$ cat config.mk
export PLATFORM = sky130hd
export DESIGN_NAME = irq_flag_reg
export DESIGN_NICKNAME = d
export VERILOG_FILES = /design/src/rtl/irq_flag_pkg.sv /design/src/rtl/irq_edge_detect.sv /design/src/rtl/irq_event_map.sv /design/src/rtl/irq_host_port.sv /design/src/rtl/irq_flag_core.sv /design/src/rtl/irq_flag_reg.sv
export SDC_FILE = /design/constraint.sdc
export NUM_CORES = 1
export LEC_CHECK = 0
export BUFFER_PORTS_ARGS = -buffer_cell sky130_fd_sc_hd__buf_2
export CAP_MARGIN = 20
export CORE_AREA = 2 2 48 50
export DETAILED_ROUTE_END_ITERATION = 10
export DIE_AREA = 0 0 50 52
export HOLD_SLACK_MARGIN = 0.15
export PLACE_DENSITY = 0.83
export SYNTH_ARGS = -nofsm -noshare
export SYNTH_HDL_FRONTEND = slang
export SYNTH_HIERARCHICAL = 1
export SYNTH_SLANG_ARGS = --single-unit
$ cat constraint.sdc
create_clock -name clk -period 1.8 [get_ports clk]
set_input_delay 0.18 -clock clk [delete_from_list [all_inputs] [get_ports clk]]
set_output_delay 0.18 -clock clk [all_outputs]
set_load 0.1 [all_outputs]
$ cat src/rtl/irq_flag_pkg.sv
package irq_flag_pkg;

    localparam int NUM_FLAGS = 6;
    localparam int DATA_W    = 8;

    // Flag bit positions inside the register (decoded by software)
    localparam int BIT_TIMER = 5;
    localparam int BIT_TX    = 4;
    localparam int BIT_RX    = 3;
    localparam int BIT_IDLE  = 2;
    localparam int BIT_HI    = 1;
    localparam int BIT_LO    = 0;

    // Position of the set/clear direction bit in write data
    localparam int BIT_DIR   = DATA_W - 1;

    // Number of level alerts that go through edge detection
    localparam int NUM_ALERTS = 2;

    typedef logic [NUM_FLAGS-1:0] flag_vec_t;

    typedef struct packed {
        flag_vec_t flags;
        flag_vec_t enables;
    } core_state_t;

endpackage

$ cat src/rtl/irq_edge_detect.sv
module irq_edge_detect #(
    parameter int WIDTH = 2
) (
    input  logic             clk,
    input  logic             rst_n,
    input  logic [WIDTH-1:0] level_in,
    output logic [WIDTH-1:0] rise_out
);

    typedef struct packed {
        logic [WIDTH-1:0] prev;
    } edge_state_t;

    edge_state_t state_d, state_q;

    always_comb begin
        state_d      = state_q;
        state_d.prev = level_in;
    end

    // One rise detector per alert line
    for (genvar i = 0; i < WIDTH; i++) begin : g_rise
        assign rise_out[i] = level_in[i] & ~state_q.prev[i];
    end

    always_ff @(posedge clk) begin
        if (!rst_n) begin
            state_q <= '0;
        end else begin
            state_q <= state_d;
        end
    end

endmodule

$ cat src/rtl/irq_event_map.sv
module irq_event_map
    import irq_flag_pkg::*;
(
    input  logic                  ev_timer_zero,
    input  logic                  ev_tx_done,
    input  logic                  ev_rx_end,
    input  logic                  ev_cmd_finish,
    input  logic                  ev_cmd_unknown,
    input  logic                  ev_host_idle,
    input  logic [NUM_ALERTS-1:0] alert_rise,
    output flag_vec_t             hw_set
);

    logic idle_event;

    always_comb begin
        // An idle event caused by the host's own Idle write is dropped
        idle_event = (ev_cmd_finish | ev_cmd_unknown) & ~ev_host_idle;

        hw_set            = '0;
        hw_set[BIT_TIMER] = ev_timer_zero;
        hw_set[BIT_TX]    = ev_tx_done;
        hw_set[BIT_RX]    = ev_rx_end;
        hw_set[BIT_IDLE]  = idle_event;
        hw_set[BIT_HI]    = alert_rise[1];
        hw_set[BIT_LO]    = alert_rise[0];
    end

endmodule

$ cat src/rtl/irq_host_port.sv
module irq_host_port
    import irq_flag_pkg::*;
#(
    parameter int              ADDR_W    = 8,
    parameter logic [ADDR_W-1:0] FLAG_ADDR = 8'h07,
    parameter logic [ADDR_W-1:0] EN_ADDR   = 8'h06
) (
    input  logic              bus_wr,
    input  logic [ADDR_W-1:0] bus_addr,
    input  logic [DATA_W-1:0] bus_wdata,
    input  flag_vec_t         flags_q,
    input  flag_vec_t         enables_q,
    output flag_vec_t         host_set,
    output flag_vec_t         host_clr,
    output logic              en_we,
    output flag_vec_t         en_wdata,
    output logic [DATA_W-1:0] bus_rdata
);

    localparam int PAD_W = DATA_W - NUM_FLAGS;

    logic      hit_flag;
    logic      hit_en;
    flag_vec_t mask;

    always_comb begin
        hit_flag = (bus_addr == FLAG_ADDR);
        hit_en   = (bus_addr == EN_ADDR);
        mask     = bus_wdata[NUM_FLAGS-1:0];

        host_set = '0;
        host_clr = '0;
        if (bus_wr && hit_flag) begin
            if (bus_wdata[BIT_DIR]) begin
                host_set = mask;
            end else begin
                host_clr = mask;
            end
        end

        en_we    = bus_wr && hit_en;
        en_wdata = mask;

        // The direction bit and the reserved bit always read zero
        if (hit_flag) begin
            bus_rdata = {{PAD_W{1'b0}}, flags_q};
        end else if (hit_en) begin
            bus_rdata = {{PAD_W{1'b0}}, enables_q};
        end else begin
            bus_rdata = '0;
        end
    end

endmodule

$ cat src/rtl/irq_flag_core.sv
module irq_flag_core
    import irq_flag_pkg::*;
(
    input  logic      clk,
    input  logic      rst_n,
    input  flag_vec_t hw_set,
    input  flag_vec_t host_set,
    input  flag_vec_t host_clr,
    input  logic      en_we,
    input  flag_vec_t en_wdata,
    output flag_vec_t flags_q,
    output flag_vec_t enables_q,
    output logic      irq
);

    core_state_t state_d, state_q;

    always_comb begin
        state_d = state_q;
        // A clear is applied first, so any set in the same cycle wins
        state_d.flags = (state_q.flags & ~host_clr) | host_set | hw_set;
        if (en_we) begin
            state_d.enables = en_wdata;
        end
    end

    always_ff @(posedge clk) begin
        if (!rst_n) begin
            state_q <= '0;
        end else begin
            state_q <= state_d;
        end
    end

    assign flags_q   = state_q.flags;
    assign enables_q = state_q.enables;
    assign irq       = |(state_q.flags & state_q.enables);

endmodule

$ cat src/rtl/irq_flag_reg.sv
module irq_flag_reg
    import irq_flag_pkg::*;
#(
    parameter int                ADDR_W    = 8,
    parameter logic [ADDR_W-1:0] FLAG_ADDR = 8'h07,
    parameter logic [ADDR_W-1:0] EN_ADDR   = 8'h06
) (
    input  logic              clk,
    input  logic              rst_n,
    input  logic              bus_wr,
    input  logic [ADDR_W-1:0] bus_addr,
    input  logic [7:0]        bus_wdata,
    output logic [7:0]        bus_rdata,
    input  logic              ev_timer_zero,
    input  logic              ev_tx_done,
    input  logic              ev_rx_end,
    input  logic              ev_cmd_finish,
    input  logic              ev_cmd_unknown,
    input  logic              ev_host_idle,
    input  logic              lvl_fifo_hi,
    input  logic              lvl_fifo_lo,
    output logic              irq
);

    logic [NUM_ALERTS-1:0] alert_rise;
    flag_vec_t             hw_set;
    flag_vec_t             host_set;
    flag_vec_t             host_clr;
    logic                  en_we;
    flag_vec_t             en_wdata;
    flag_vec_t             flags_q;
    flag_vec_t             enables_q;

    irq_edge_detect #(
        .WIDTH (NUM_ALERTS)
    ) u_edge (
        .clk      (clk),
        .rst_n    (rst_n),
        .level_in ({lvl_fifo_hi, lvl_fifo_lo}),
        .rise_out (alert_rise)
    );

    irq_event_map u_map (
        .ev_timer_zero  (ev_timer_zero),
        .ev_tx_done     (ev_tx_done),
        .ev_rx_end      (ev_rx_end),
        .ev_cmd_finish  (ev_cmd_finish),
        .ev_cmd_unknown (ev_cmd_unknown),
        .ev_host_idle   (ev_host_idle),
        .alert_rise     (alert_rise),
        .hw_set         (hw_set)
    );

    irq_host_port #(
        .ADDR_W    (ADDR_W),
        .FLAG_ADDR (FLAG_ADDR),
        .EN_ADDR   (EN_ADDR)
    ) u_port (
        .bus_wr    (bus_wr),
        .bus_addr  (bus_addr),
        .bus_wdata (bus_wdata),
        .flags_q   (flags_q),
        .enables_q (enables_q),
        .host_set  (host_set),
        .host_clr  (host_clr),
        .en_we     (en_we),
        .en_wdata  (en_wdata),
        .bus_rdata (bus_rdata)
    );

    irq_flag_core u_core (
        .clk       (clk),
        .rst_n     (rst_n),
        .hw_set    (hw_set),
        .host_set  (host_set),
        .host_clr  (host_clr),
        .en_we     (en_we),
        .en_wdata  (en_wdata),
        .flags_q   (flags_q),
        .enables_q (enables_q),
        .irq       (irq)
    );

endmodule

# ---- Word level (Yosys, flattened, before mapping)
# Index checks and enable logic that the tools add are counted.
dict set report op_classes {
  add_sub_neg 0
  multipliers 0
  div_mod_pow 0
  magnitude_cmp 0
  eq_ne 2
  shift 0
  muxes 6
  bitwise_logic 12
  n_reduce_logical 3
}
# operator count
set op_table {}
lappend op_table {{6-bit 2-to-1 mux} 5}
lappend op_table {{8-bit by 3-bit equality test with 1-bit output, second input constant} 2}
lappend op_table {{6-bit AND} 2}
lappend op_table {{6-bit bitwise OR} 2}
lappend op_table {{8-bit 2-to-1 mux} 1}
lappend op_table {{6-bit NOT} 1}
lappend op_table {{6-bit OR reduction} 1}
lappend op_table {{1-bit AND} 3}
lappend op_table {{1-bit NOT} 3}
lappend op_table {{1-bit logical AND} 2}
lappend op_table {{1-bit bitwise OR} 1}
dict set report totals {
  reg_bits 14
  latchBits 0
  mem_bits_rw 0
  romBits 0
  input_bits 27
  out_inout_bits 9
  elab_cells 26
  memories 0
}

# ---- Depth between registers and ports, before layout
dict set report logic_depth {
  word_depth 7
  depth_mapped 7
  depth_no_buf 4
}

# ---- Modules after synthesis
# Netlist, hierarchy kept.
# mod n_inst cells_each area_each_um2 seq_area_each_um2
set modules_own_cells {}
lappend modules_own_cells {irq_flag_core 1 42 471.7 240.2}
lappend modules_own_cells {irq_host_port 1 50 361.6 0.0}
lappend modules_own_cells {irq_edge_detect 1 6 80.1 40.0}
lappend modules_own_cells {irq_event_map 1 7 55.1 0.0}

# ---- Worst setup path before layout
# Ideal clock, no wire load.
dict set report synth_timing {
  path_kind {input to output}
  from {input port bus_addr[5]}
  to {output port bus_rdata[0]}
  t_arrival_ns 2.881
  required_time_ns 1.620
  setup_slack_ns -1.261
  stages 4
  n_path_buf 2
  path_cell_list {or3_4 buf_6 buf_8 nor3_1}
}
dict set report synth_via {
  elab_chain_cells 3
  elab_cells_between_ends 4
  cone_classes {eq/ne (2); mux (2)}
}
# item line_no
set synth_lines {}
lappend synth_lines {{start: declaration} irq_flag_reg.sv:11} ;# input logic [ADDR_W-1:0] bus_addr,
lappend synth_lines {{8-bit by 3-bit equality test with 1-bit output} irq_host_port.sv:28} ;# hit_en = (bus_addr == EN_ADDR);
lappend synth_lines {{6-bit 2-to-1 mux} irq_host_port.sv:47} ;# end else if (hit_en) begin
lappend synth_lines {{8-bit 2-to-1 mux (*)} irq_host_port.sv:45} ;# if (hit_flag) begin
lappend synth_lines {{end: declaration} irq_flag_reg.sv:13} ;# output logic [7:0] bus_rdata,
# Every way passes the cells marked *; elsewhere a longest branch is shown, timed or not.

# ---- Worst setup path after layout
dict set report layout_timing {
  from {input port bus_addr[5]}
  to {output port bus_rdata[4]}
}
# The elaborated chain is that of the path after synthesis.

==> results.ini <==
[power_and_ir_drop]
p_int_uw = 504
swShare_pct = 27.5
p_clk_share_pct = 33.2
pwr-share-seq_pct = 47.7
p_comb_share_pct = 19.1
ir_drop_v = 0.000453
static-leakage-power_uw = 0.000481
p_sw_uw = 191
power_density_nw_per_um2 = 562

[placed_design]
place.gp.congestion = 0.837
pre_cts_slack_ns = 0.218
place_area_um2 = 1150
io_buffers = 32
place_hpwl_um = 1630

[timing]
finalSetupViolCount = 0
min_period_ns = 1.49
fin_ws_ns = 0.309
max_freq_mhz = 671
finalCritPeriodShare_pct = 82.8
hold_slack_ns = 0.175
hold_violations = 0
fin_skew_ns = 0.000801
slew_viol_final = 0
tns_ns = 0
grt_setup_unrepaired = false

[detailed_routing]
drc = 0
drt_iter0_markers = 17
drt_pass1_iterations = 4
num_vias = 806
wire_per_inst_um = 13.9
routed_wl_um = 2190
ant_nets = 0
vias_per_cell = 5.13

[clock_tree]
cts_tree = built
htree_levels = 1
path_clk_slew_ns = 0.09
cts_resized = 0
clockBufferDepth = 2
clock_sinks = 14
numCtsBuffers = 3
clock-root-buffer = clkbuf_4
clk_latency_ns = 0.28

[die]
initial_core_util_pct = 46.0
rows = 17
die_w_um = 50
die-area_um2 = 2600
io_pins = 36
core-area_um2 = 2110
fp.dieH_um = 52

[synth]
syn_inst = 105
yosys.area.top_type = dfxtp_1
avgSynthCellArea_um2 = 9.22
synth.area.top_cells = dfxtp_1 29%, mux2i_1 12%, buf_4 11%
ys_types = 24
synth_top_area_share_pct = 28.9
synth-seq-cells = 14
synth.cell_area_um2 = 968
ys_warn_count = 6
seq_area_frac_synth_pct = 28.9

[worst_setup_path]
worstPathRequired_ns = 1.62
worstSetupPathType = input pin to output pin
crit_path_start = bus_addr[5]
cp.arrival_ns = 1.31
worst-path-max-fanout = 19
startpoint_type = input pin
rr_startpoint = u_core/flags_q[4]$_SDFF_PN0_
endpoint_kind = output pin

[final_layout]
antenna_cells = 0
layout_common_cells = 26 x buf_2, 14 x dfxtp_1, 12 x mux2i_1, 12 x nor2b_1, 10 x nor4_1
final_common_cell = buf_2
num-nets-final = 157
drive_above_1_share_pct = 39.5
finish.utilization_pct = 58.6
syn2layout_area_growth_pct = 27.5
design_area_um2 = 1230

[global_routing]
grt_pass1_vias = 777
grt_pass1_wl_um = 3510
antenna_found_initial = 0
globalRoute.totalOverflow = 0
grt_usage_pct = 18.1
grt_start_max_net_pins = 20

[worst_hold_path]
hold_class = input pin to register
hold_path.startpoint = bus_wdata[0]

[outcome]
status = complete, no violations

[job]
maxCapViolations = 0

registers in the layout, indices dropped and copies added (netlist names):
signal	flops
u_core/flags_q	6
u_edge/state_q	2
u_core/enables_q	6
repair_timing:
action | in CTS | in global routing
buffers inserted | 0 | 0
endpoints found under the hold margin | 5 | 0
endpoints found under the setup margin | 0 | 0
hold buffers | 5 | 0
layout make-up:
type	instances	area, um^2
Fill cell	174	871
Multi-Input combinational cell	70	557
Timing Repair Buffer	40	323
Sequential cell	14	280
Clock buffer	4	36.3
Tap cell	28	35.0
Inverter	1	3.75
power groups by stage:
stage	Sequential (uW)	Combinational, uW	Clock [uW]
after floorplan	336	108	0
after global placement	338	119	0
after detailed placement	338	124	0
after CTS	331	133	238
after global routing	333	143	250
final	331	133	230
metal layers:
layer	global-route usage [%]	routed length, um	vias up
li1	-	-	412
met1	21.4	906	369
met2	32.7	1160	23
met4	8.33	10	0
met5	0	0	-
met3	2.01	113	2
final timing paths:
| check | to | slack (ns) | depth (start not counted) |
|---|---|---|---|
| setup / recovery | bus_rdata[4] | 0.31 | 4 |
| hold / removal | u_core/enables_q[0]$_SDFFE_PN0P_ | 0.17 | 3 |
| setup reg to reg | u_core/flags_q[4]$_SDFF_PN0_ | 0.99 | 2 |
| hold reg to reg | u_core/enables_q[0]$_SDFFE_PN0P_ | 0.55 | 2 |
cells in the mapped netlist:
master / n
dfxtp_1: 14
nor2b_4: 2
o21ba_1: 1
mux2i_1: 12
inv_1: 1
nand4bb_1: 1
nor4_2: 2
buf_8: 1
nand3_1: 1
buf_2: 3
nor4_1: 10
nor2b_1: 12
buf_6: 2
nand2_1: 7
buf_4: 14
clkbuf_1: 1
a22oi_1: 3
conb_1: 1
nor4_4: 1
nor3_1: 6
nand2b_1: 1
or3_4: 1
and2_1: 2
o31a_1: 6
critical path, stage by stage:
cell    delay [ns]
buf_2         0.09
or3_4         0.51
nor3_2        0.30
buf_12        0.22
per-stage QoR:
step / cells / total power (uW)
floorplan: 106 / 444
global placement: 148 / 457
detailed placement: 148 / 462
CTS: 157 / 702
global route: 157 / 726
finish: 157 / 695
cell families after synthesis:
| kind of cell | count (synthesis) | share of synthesized area [%] |
|---|---|---|
| AOI/OAI and AO/OA | 10 | 8.79 |
| buffers and inverters | 22 | 17.1 |
| DFF | 14 | 28.9 |
| muxes | 12 | 12.4 |
| other | 1 | 0.387 |
| and+or+nand+nor | 46 | 32.4 |
Note: power is estimated with default switching activity, not from simulation.
